--- src/rtl/syn_prog_pkg.sv ---
package syn_prog_pkg;
    parameter int unsigned SWALLOW_W = 7;
    parameter int unsigned MAIN_W    = 11;
    parameter int unsigned REF_W     = 14;
    parameter int unsigned WORD_W    = 1 + SWALLOW_W + MAIN_W;
    parameter int unsigned REFCFG_W  = REF_W + 1;

    typedef struct packed {
        logic [MAIN_W-1:0]    main_div;
        logic [SWALLOW_W-1:0] swallow;
    } div_cfg_t;

    typedef struct packed {
        logic             pre_sel;
        logic [REF_W-1:0] ref_div;
    } ref_cfg_t;
endpackage

--- src/rtl/syn_in_sync.sv ---
module syn_in_sync #(
    parameter int unsigned WIDTH  = 3,
    parameter int unsigned STAGES = 2
) (
    input  logic             clk,
    input  logic             rst_n,
    input  logic [WIDTH-1:0] d_i,
    output logic [WIDTH-1:0] q_o
);
    logic [STAGES-1:0][WIDTH-1:0] stg_d, stg_q;

    always_comb begin
        stg_d[0] = d_i;
        for (int i = 1; i < STAGES; i++) begin
            stg_d[i] = stg_q[i-1];
        end
    end

    always_ff @(posedge clk or negedge rst_n) begin
        if (!rst_n) stg_q <= '0;
        else        stg_q <= stg_d;
    end

    assign q_o = stg_q[STAGES-1];
endmodule

--- src/rtl/syn_cfg_loader.sv ---
module syn_cfg_loader
    import syn_prog_pkg::*;
(
    input  logic     clk,
    input  logic     rst_n,
    input  logic     shift_en,
    input  logic     data_in,
    input  logic     load_en,
    output div_cfg_t div_cfg_o,
    output ref_cfg_t ref_cfg_o
);
    typedef struct packed {
        logic [WORD_W-1:0] word;
        div_cfg_t          div;
        ref_cfg_t          refc;
    } ld_state_t;

    ld_state_t st_d, st_q;

    always_comb begin
        st_d = st_q;
        if (load_en) begin
            if (st_q.word[0]) st_d.div  = div_cfg_t'(st_q.word[WORD_W-1:1]);
            else              st_d.refc = ref_cfg_t'(st_q.word[REFCFG_W:1]);
        end
        if (shift_en) begin
            st_d.word = {st_q.word[WORD_W-2:0], data_in};
        end
    end

    always_ff @(posedge clk or negedge rst_n) begin
        if (!rst_n) st_q <= '0;
        else        st_q <= st_d;
    end

    assign div_cfg_o = st_q.div;
    assign ref_cfg_o = st_q.refc;
endmodule

--- src/rtl/syn_ref_div.sv ---
module syn_ref_div #(
    parameter int unsigned CNT_W = 14
) (
    input  logic             clk,
    input  logic             rst_n,
    input  logic [CNT_W-1:0] ratio_i,
    output logic             pulse_o
);
    typedef struct packed {
        logic [CNT_W-1:0] cnt;
        logic             pulse;
    } rd_state_t;

    rd_state_t        st_d, st_q;
    logic [CNT_W-1:0] reload;

    always_comb begin
        reload = (ratio_i < CNT_W'(2)) ? '0 : ratio_i - CNT_W'(1);
        st_d   = st_q;
        if (st_q.cnt == '0) begin
            st_d.cnt   = reload;
            st_d.pulse = 1'b1;
        end else begin
            st_d.cnt   = st_q.cnt - CNT_W'(1);
            st_d.pulse = 1'b0;
        end
    end

    always_ff @(posedge clk or negedge rst_n) begin
        if (!rst_n) st_q <= '0;
        else        st_q <= st_d;
    end

    assign pulse_o = st_q.pulse;
endmodule

--- src/rtl/syn_prog_if.sv ---
module syn_prog_if
    import syn_prog_pkg::*;
#(
    parameter int unsigned SYNC_STAGES = 2
) (
    input  logic                 clk,
    input  logic                 rst_n,
    input  logic                 ser_clk,
    input  logic                 ser_data,
    input  logic                 ser_le,
    output logic [MAIN_W-1:0]    main_div_o,
    output logic [SWALLOW_W-1:0] swallow_o,
    output logic [REF_W-1:0]     ref_div_o,
    output logic                 pre_sel_o,
    output logic                 ref_pulse_o
);
    localparam int unsigned IN_W = 3;

    typedef struct packed {
        logic sclk;
        logic le;
    } edge_st_t;

    logic [IN_W-1:0] raw_in, lvl;
    edge_st_t        edge_d, edge_q;
    logic            shift_en, load_en;
    div_cfg_t        div_cfg;
    ref_cfg_t        ref_cfg;

    assign raw_in = {ser_le, ser_clk, ser_data};

    syn_in_sync #(.WIDTH(IN_W), .STAGES(SYNC_STAGES)) u_sync (
        .clk  (clk),
        .rst_n(rst_n),
        .d_i  (raw_in),
        .q_o  (lvl)
    );

    always_comb begin
        edge_d.sclk = lvl[1];
        edge_d.le   = lvl[2];
    end

    always_ff @(posedge clk or negedge rst_n) begin
        if (!rst_n) edge_q <= '0;
        else        edge_q <= edge_d;
    end

    assign shift_en = lvl[1] & ~edge_q.sclk;
    assign load_en  = lvl[2] & ~edge_q.le;

    syn_cfg_loader u_loader (
        .clk      (clk),
        .rst_n    (rst_n),
        .shift_en (shift_en),
        .data_in  (lvl[0]),
        .load_en  (load_en),
        .div_cfg_o(div_cfg),
        .ref_cfg_o(ref_cfg)
    );

    syn_ref_div #(.CNT_W(REF_W)) u_refdiv (
        .clk    (clk),
        .rst_n  (rst_n),
        .ratio_i(ref_cfg.ref_div),
        .pulse_o(ref_pulse_o)
    );

    assign main_div_o = div_cfg.main_div;
    assign swallow_o  = div_cfg.swallow;
    assign ref_div_o  = ref_cfg.ref_div;
    assign pre_sel_o  = ref_cfg.pre_sel;
endmodule

--- config.mk ---
export PLATFORM = sky130hd
export DESIGN_NAME = syn_prog_if
export DESIGN_NICKNAME = d
export VERILOG_FILES = /design/src/rtl/syn_prog_pkg.sv /design/src/rtl/syn_in_sync.sv /design/src/rtl/syn_cfg_loader.sv /design/src/rtl/syn_ref_div.sv /design/src/rtl/syn_prog_if.sv
export SDC_FILE = /design/constraint.sdc
export NUM_CORES = 1
export LEC_CHECK = 0
export BUFFER_PORTS_ARGS = -buffer_cell sky130_fd_sc_hd__buf_2
export CORE_MARGIN = 1.5
export CORE_UTILIZATION = 37
export DETAILED_ROUTE_END_ITERATION = 7
export PLACE_DENSITY = 0.64
export SYNTH_ARGS = -nofsm -noshare
export SYNTH_HDL_FRONTEND = slang
export SYNTH_SLANG_ARGS = --single-unit
--- constraint.sdc ---
create_clock -name clk -period 3.1 [get_ports clk]
set_input_delay 0.775 -clock clk [delete_from_list [all_inputs] [get_ports clk]]
set_output_delay 0.775 -clock clk [all_outputs]
set_load 0.1 [all_outputs]
==> summary.txt <==
Setup TNS -> 0 ps
Flops & latches, synth -> 75
Post-synthesis sequential area ratio -> 0.535
Post-synth EDFFs -> 0
DR WL met3 -> 206 um
CP endpoint kind -> output pin
R2R Path End -> u_refdiv.st_q[12]
Maxcap violations -> 0
IO buf count -> 38
Final min period -> 2120 ps
Synthesized cell area -> 3510 sq um
Initial antenna violation count -> 0
Worst hold path class -> flop to flop
Hold buffers post-CTS -> 0
ANT cells -> 0
DR vias -> 1965
Met2 WL post-DR -> 2.82 mm
Ys flop type -> dfrtp_1
CTS tree -> yes
Largest net degree at the start of global routing -> 76
Core area -> 9240 sq um
Worst slew margin -> 0.387
Synth Area in Simple Gates -> 0.116
DRT Pass-1 Iters -> 4
YS warnings -> 0
Hpwl dp -> 3.94 mm
Crit-path slowest cell -> dfrtp_1
Skew final -> 6.67 ps
Worst Tran Pin Value -> 917 ps
Most common cell after layout, fill and taps aside -> dfrtp_1
Vias in the first global route -> 1952
Hold Path Sink -> u_sync.q_o[0]
Worst R2R Path Depth -> 6
Worst Hold Depth -> 0
Adder-Cell Fraction of Synth Area -> 0.00713
Syn avg cell area -> 13.1 sq um
Final global-route overflow total -> 0
Drt drc -> 0
DR iter-0 viols -> 71
Hold Vio Cnt, Final -> 0
Synthesized net count -> 275
Count of cell types in the netlist -> 48
Boundary pin count -> 39
Synth Instances -> 268
Routed WL -> 5.63 mm
Initial Utilization -> 0.380
Setup Fix Bufs, Post-CTS -> 0
Row count -> 35
Die width -> 100 um
Layout cell share with drive strength beyond 1 -> 0.430
Post-synthesis xor/xnor area fraction -> 0.0374
Final worst path period share -> 0.685
Number of routed nets with antenna violations -> 0
Crit-path max cell delay -> 520 ps
R2R setup slack -> 980 ps
Critical R2R Launch -> u_refdiv.st_q[1]
Largest family of logic cells by synthesized area -> multiplexers
Die Ht -> 100 um
Clock slew at reported path FFs -> 80 ps
CP Max Fanout -> 7
Area delta synth->final -> 8.30%
Topmost layer with routed signal wires -> met4
CP arrival -> 1350 ps
CP startpoint kind -> flop
Post-synthesis compound-gate area fraction -> 0.0549
Status -> finished, final reports clean
Routability cong. -> 0.779
Worst skew pair latency -> 340 ps
RSZ-0062 raised after global routing -> false
Layout net count -> 288
Crit-path cells -> buf_2
Clk buf depth -> 2
FMAX -> 0.471 GHz
Family with the most delay on the worst path -> flip-flops
Via density -> 4.73
Setup Viol. Count Final -> 0
Die area -> 10100 sq um
M1 wire length -> 2.56 mm
Post-synthesis mux area share -> 0.166
Tot GR Track Use -> 0.123
Slew Viols, Final -> 0
Commonest cells after routing, fill and taps aside -> 75 x dfrtp_1, 50 x mux2_2, 37 x buf_2, 11 x xor2_1
H-tree Lvls -> 3
Critical Path RT -> 2320 ps
TritonCTS buffer count -> 9
Worst hold start -> u_sync.stg_d[3]
First-pass GRT wire length -> 9.69 mm
Clk sinks -> 75
Post-cts resize count -> 0
FFs w/ async S/R, synth -> 1.00
WP buf/inv -> 1
Avg WL per Cell -> 13.6 um
Setup CP Type -> flop to output pin
Root buffer cell -> clkbuf_8
-- layout make-up --
cell class	count	area, sq um
clock buffer	10	138
clock inverter	6	63.8
fill	864	5440
inverter	4	15.0
multi-input combinational	151	1340
sequential	75	1880
tap	129	161
timing repair buffer	40	208
-- per-layer routing --
| metal | GRT usage | up-vias |
|---|---|---|
| met1 | 0.155 | 982 |
| met5 | 0 | - |
| met3 | 0.0376 | 4 |
| li1 | - | 947 |
| met2 | 0.201 | 32 |
| met4 | 0.0423 | 0 |
-- stage by stage --
step,hold WS (ps),cell area [sq um],cells,setup WS [ps],utilization
final,353,3800,415,976,0.412
after global routing,374,3800,415,760,0.412
after CTS,355,3800,415,930,0.412
after detailed placement,336,3600,399,966,0.390
after global placement,332,3600,399,1100,0.390
after floorplan,331,3510,268,1430,-
-- state kept, by name, summed over array words and instances (netlist names) --
| signal | count |
|---|---|
| u_refdiv.pulse_o | 1 |
| u_loader.ref_cfg_o | 15 |
| u_loader.div_cfg_o | 18 |
| u_refdiv.st_q | 14 |
| u_loader.st_q | 19 |
| u_sync.q_o | 3 |
| u_sync.stg_d | 3 |
| edge_q | 2 |
-- worst register-to-register path: stages, from the launching register on --
cell and delay [ps]:
dfrtp_1 420, inv_1 70, ha_1 190, nor4b_2 360
and4_1 610, nand2_2 180, o221ai_1 210
-- kinds of logic after synthesis --
kind of cell,Yosys count
DFF,75
and+or+nand+nor,53
muxes,52
buffers and inverters,42
AOI/OAI and AO/OA,29
xor gates and xnor gates,15
adders and majority gates,2
-- worst max path at each step --
stage               cells past startpoint                   start  slack (ps)                end
floorplan                               0  u_loader.ref_cfg_o[14]        1430          pre_sel_o
global placement                        6        u_refdiv.st_q[1]        1100  u_refdiv.st_q[12]
detailed placement                      6        u_refdiv.st_q[1]         970  u_refdiv.st_q[12]
CTS                                     6        u_refdiv.st_q[1]         930  u_refdiv.st_q[12]
global route                            6        u_refdiv.st_q[1]         760  u_refdiv.st_q[12]
finish                                  1   u_loader.ref_cfg_o[2]         980       ref_div_o[2]
-- cells in the mapped netlist, drive strengths merged (3+ instances only) --
cell     n  share of area
nand4b   3         0.0093
nor2     7         0.0075
mux2    50           0.16
nor3     3          0.014
nand3    6          0.010
xor2    11          0.027
or3      3         0.0053
a21oi    5         0.0071
nand2   11          0.012
nor4     4          0.017
nand3b   3         0.0064
o21ai    9          0.013
xnor2    4          0.010
inv      4         0.0043
buf     38          0.079
dfrtp   75           0.53
Power is left out: the tool's default activity adds up to more than one toggle a clock period on the data nets, which glitch-free logic cannot reach.
